[src/rtl/isqrt_pkg.sv]
package isqrt_pkg;
   // Width of the root for a given radicand width.
   function automatic int root_width(input int rad_w);
      return rad_w / 2;
   endfunction
endpackage

[src/rtl/isqrt_stage.sv]
// One full stage: shift-in a bit pair, test the trial value, keep or subtract.
module isqrt_stage #(
   parameter int ROOT_W = 4
) (
   input  logic [ROOT_W-1:0] rem_in,
   input  logic [ROOT_W-1:0] root_in,
   input  logic [1:0]        pair,
   output logic [ROOT_W-1:0] rem_out,
   output logic [ROOT_W-1:0] root_out
);
   localparam int WORK_W = ROOT_W + 2;

   logic [WORK_W-1:0] shifted;
   logic [WORK_W-1:0] trial;
   logic              fits;

   always_comb begin
      shifted  = {rem_in, pair};
      trial    = {root_in, 2'b01};
      fits     = !(shifted < trial);
      // the true difference fits in ROOT_W bits, so low-bit subtraction is exact
      rem_out  = fits ? (shifted[ROOT_W-1:0] - trial[ROOT_W-1:0])
                      : shifted[ROOT_W-1:0];
      root_out = {root_in[ROOT_W-2:0], fits};
   end
endmodule

[src/rtl/isqrt_tail.sv]
// Final stage: only the root bit is needed, so no remainder is formed.
module isqrt_tail #(
   parameter int ROOT_W = 4
) (
   input  logic [ROOT_W-1:0] rem_in,
   input  logic [ROOT_W-1:0] root_in,
   input  logic [1:0]        pair,
   output logic [ROOT_W-1:0] root_out
);
   logic fits;

   always_comb begin
      fits     = !({rem_in, pair} < {root_in, 2'b01});
      root_out = {root_in[ROOT_W-2:0], fits};
   end
endmodule

[src/rtl/isqrt_core.sv]
// Combinational chain of ROOT_W stages, most significant pair first.
module isqrt_core #(
   parameter int RAD_W = 8
) (
   input  logic [RAD_W-1:0]                       radicand,
   output logic [isqrt_pkg::root_width(RAD_W)-1:0] root
);
   localparam int ROOT_W = isqrt_pkg::root_width(RAD_W);
   localparam int NSTAGE = ROOT_W;

   logic [ROOT_W-1:0] rem_chain  [NSTAGE];
   logic [ROOT_W-1:0] root_chain [NSTAGE];

   assign rem_chain[0]  = '0;
   assign root_chain[0] = '0;

   for (genvar g = 0; g < NSTAGE; g++) begin : g_stage
      localparam int HI = RAD_W - 1 - 2 * g;
      if (g < NSTAGE - 1) begin : g_full
         isqrt_stage #(.ROOT_W(ROOT_W)) i_stage (
            .rem_in  (rem_chain[g]),
            .root_in (root_chain[g]),
            .pair    (radicand[HI -: 2]),
            .rem_out (rem_chain[g+1]),
            .root_out(root_chain[g+1])
         );
      end else begin : g_last
         isqrt_tail #(.ROOT_W(ROOT_W)) i_tail (
            .rem_in  (rem_chain[g]),
            .root_in (root_chain[g]),
            .pair    (radicand[HI -: 2]),
            .root_out(root)
         );
      end
   end
endmodule

[src/rtl/isqrt_array.sv]
module isqrt_array #(
   parameter int RAD_W   = 8,
   parameter bit OUT_REG = 1'b1
) (
   input  logic                                    clk,
   input  logic                                    rst_n,
   input  logic [RAD_W-1:0]                        radicand,
   output logic [isqrt_pkg::root_width(RAD_W)-1:0] root
);
   localparam int ROOT_W = isqrt_pkg::root_width(RAD_W);

   if (RAD_W % 2 != 0) begin : g_bad_odd
      $error("isqrt_array: RAD_W must be even, got %0d", RAD_W);
   end
   if (RAD_W < 4) begin : g_bad_small
      $error("isqrt_array: RAD_W must be at least 4, got %0d", RAD_W);
   end

   logic [ROOT_W-1:0] root_comb;

   isqrt_core #(.RAD_W(RAD_W)) i_core (
      .radicand(radicand),
      .root    (root_comb)
   );

   if (OUT_REG) begin : g_reg
      logic [ROOT_W-1:0] root_q;
      always_ff @(posedge clk or negedge rst_n) begin
         if (!rst_n) root_q <= '0;
         else        root_q <= root_comb;
      end
      assign root = root_q;
   end else begin : g_comb
      assign root = root_comb;
   end
endmodule

[config.mk]
export PLATFORM = sky130hd
export DESIGN_NAME = isqrt_array
export DESIGN_NICKNAME = d
export VERILOG_FILES = /design/src/rtl/isqrt_pkg.sv /design/src/rtl/isqrt_stage.sv /design/src/rtl/isqrt_tail.sv /design/src/rtl/isqrt_core.sv /design/src/rtl/isqrt_array.sv
export SDC_FILE = /design/constraint.sdc
export NUM_CORES = 1
export LEC_CHECK = 0
export CORE_AREA = 2 2 39 41
export CTS_CLUSTER_DIAMETER = 150
export DETAILED_ROUTE_END_ITERATION = 16
export DIE_AREA = 0 0 41 43
export DONT_BUFFER_PORTS = 1
export PLACE_DENSITY = 0.49
export SLEW_MARGIN = 25
export SYNTH_ARGS = -nofsm -noshare
export SYNTH_HDL_FRONTEND = slang
export SYNTH_SLANG_ARGS = --single-unit
[constraint.sdc]
create_clock -name clk -period 0.8 [get_ports clk]
set_input_delay 0.08 -clock clk [delete_from_list [all_inputs] [get_ports clk]]
set_output_delay 0.08 -clock clk [all_outputs]
set_load 0.05 [all_outputs]
==> run_results.csv <==
group,metric,value,unit
status,status,"finished, violations left",
status,violations,"setup timing",
setup_path,endpoint_kind,"flip-flop",
global_route,grt_pass1_vias,485,
clock_network,clock-sinks,4,
synthesis,synth_compound_area_share,20.1,%
floorplanning,dieArea,0.00176,sq mm
synthesis,synth_edf_count,0,
place,place_ws,-2.25,ns
timing,finalSetupViolCount,6,
timing,tns,-2.96,ns
route,drc,0,
synthesis,synth_nets,64,
cells_and_area,nets,89,
clock_network,ctsHtreeMaxLevel,1,
timing,hold_violations,0,
clock_network,cts_tree,"yes",
synthesis,synth.most_common_cell,"inv_1",
cells_and_area,diodes,0,
setup_path,start_kind,"input port",
hold_path,min_path_type,"input port to async pin",
route,vias,426,
place,port_buffers,0,
synthesis,synth-simple-area-share,17.2,%
synthesis,synthTopCellsByArea,"dfrtp_1 (23%), ha_1 (20%), mux2i_1 (7.0%)",
synthesis,synthMuxAreaShare,7.00,%
route,drt_iter0_markers,0,
setup_path,crit_required,0.90,ns
timing,maxSlewViolCount,0,
synthesis,synthDistinctLibCells,23,
pwr,p_leak,0.387,nW
setup_path,cp.arrival,2.84,ns
synthesis,ys_ff_latch,4,
route,first_pass_iters,1,
synthesis,synth-xor-area-share,4.08,%
floorplanning,start_util,31.0,%
global_route,overflow,0,
timing,worst_pin_slew,0.295,ns
route,drtAntennaViolNets,0,
global_route,grt_max_degree,8,
floorplanning,die_y,43,um
timing,min_period,2.74,ns
global_route,grtUsageTotal,15.0,%
synthesis,synth_top_family_by_area,"adder cells",
global_route,antenna_found_initial,0,
synthesis,syn_inst,47,
timing,layout_worst_path_cycle_share,343,%
clock_network,clk_path_buf_depth,2,
timing,slew_headroom,80.2,%
run,maxCapViolations,0,
floorplanning,dieWidth,41,um
timing,grt_setup_unrepaired,"yes",
global_route,grt_pass1_wl,1.81,mm
setup_path,crit_fanout,3,
place,gp_congestion,0.753,
synthesis,yosysSeqAreaShare,23.3,%
synthesis,yosysTopAreaCellShare,23.3,%
route,viasPerCell,4.95,
timing,fin_ws,-1.94,ns
cells_and_area,layout-drive-gt1-share,48.6,%
synthesis,netlist_area,429,sq um
route,wire_per_inst,13.2,um
synthesis,synth_top_area_cell,"dfrtp_1",
place,place_hpwl,933,um
synthesis,synthArstFlopShare,100,%
pwr,power-per-cell-area,1650,mW/mm^2
synthesis,synth_ff_type,"dfrtp_1",
clock_network,clk_pin_slew,0.04,ns
setup_path,worstSetupPathType,"input port to flip-flop",
floorplanning,ios,14,
floorplanning,fp-row-count,14,
pwr,vdd_drop_max,0.628,mV
synthesis,ys.warnings.count,0,
clock_network,cts_inserted_buffers,3,
floorplanning,coreArea,0.00138,sq mm
route,drt_wl_total,1.13,mm
synthesis,synth-adder-area-share,20.4,%
timing,holdWs,0.117,ns
timing,fmax,0.365,GHz
cells_and_area,syn2layout_area_growth,80.5,%
synthesis,synthTopCellsByCount,"inv_1 (8), ha_1 (7), nor2_1 (5)",
clock_network,cts_root_buf,"clkbuf_4",
cells_and_area,largest_register_ffs,4,
synthesis,synth.avg_cell_area,9.13,sq um
[path summary, 6_finish.rpt]
path                             start                end  cells past startpoint
setup / recovery           radicand[5]  root[0]$_DFF_PN0_                     14
max in group asynchronous        rst_n  root[1]$_DFF_PN0_                      1
hold / removal                   rst_n  root[0]$_DFF_PN0_                      1
min in group clk           radicand[7]  root[3]$_DFF_PN0_                      3
[area by class of cell]
class	instances	area, sq um
clock buffer	3	22.5
inverter	9	58.8
timing repair buffer	20	206
sequential	4	100
tap	16	20.0
multi-input combinational	34	367
fill	122	609
[routing by layer]
layer / up-vias / wire [um] / track usage (%)
li1: 216 / - / -
met1: 194 / 395 / 11.7
met2: 14 / 667 / 30.0
met3: 2 / 54 / 3.14
met4: 0 / 15 / 7.33
met5: - / 0 / 0
[timing repair]
| item | in CTS | in global routing |
|---|---|---|
| setup buffers | 3 | 1 |
| hold buffers | 1 | 0 |
| gates resized for setup | 6 | 3 |
| pin swaps | 6 | 3 |
| endpoints found under the hold margin | 4 | 0 |
| setup endpoints to repair | 6 | 6 |
[report_power, final]
group | leakage [nW] | switching [W] | total [W] | internal (W)
combinational | 0.329 | 0.000351 | 0.000772 | 0.000421
sequential | 0.0442 | 0.0000260 | 0.000263 | 0.000237
clock | 0.0138 | 0.0000730 | 0.000240 | 0.000167
[stage by stage]
stage          instances  cell area [sq um]  power (W)  util, %
4_1_cts               85                751    0.00125     54.2
5_1_grt               86                774    0.00135     56.0
2_1_floorplan         47                477   0.000632        -
3_5_place_dp          78                659   0.000923     47.6
6_report              86                774    0.00128     56.0
3_3_place_gp          78                659   0.000896     47.6
[worst max-delay path, cell delays in order]
cell	delay (ns)
inv_12	0.02
ha_4	0.15
mux2i_4	0.19
mux2i_4	0.30
ha_4	0.23
nor3b_4	0.15
a311o_4	0.39
inv_2	0.07
mux2i_2	0.23
xnor2_1	0.12
ha_1	0.34
a221o_1	0.32
a221oi_2	0.16
o21ai_1	0.10
[layout by cell type, fill, tap and decap left out, types with 2 or more instances in the layout]
cell      count
inv_1         6
ha_4          2
mux2i_4       2
ha_1          5
a21oi_1       2
nor2_1        5
inv_12        2
and3b_1       2
clkbuf_4      3
dfrtp_1       4
buf_12        4
buf_4        14
[cells by family after synthesis]
| family | count (synthesis) |
|---|---|
| xor gates and xnor gates | 2 |
| adders and majority gates | 7 |
| muxes | 3 |
| AOI/OAI and AO/OA | 10 |
| DFF | 4 |
| buffers and inverters | 9 |
| and+or+nand+nor | 12 |
No activity file was read; power rests on OpenSTA's default activity.
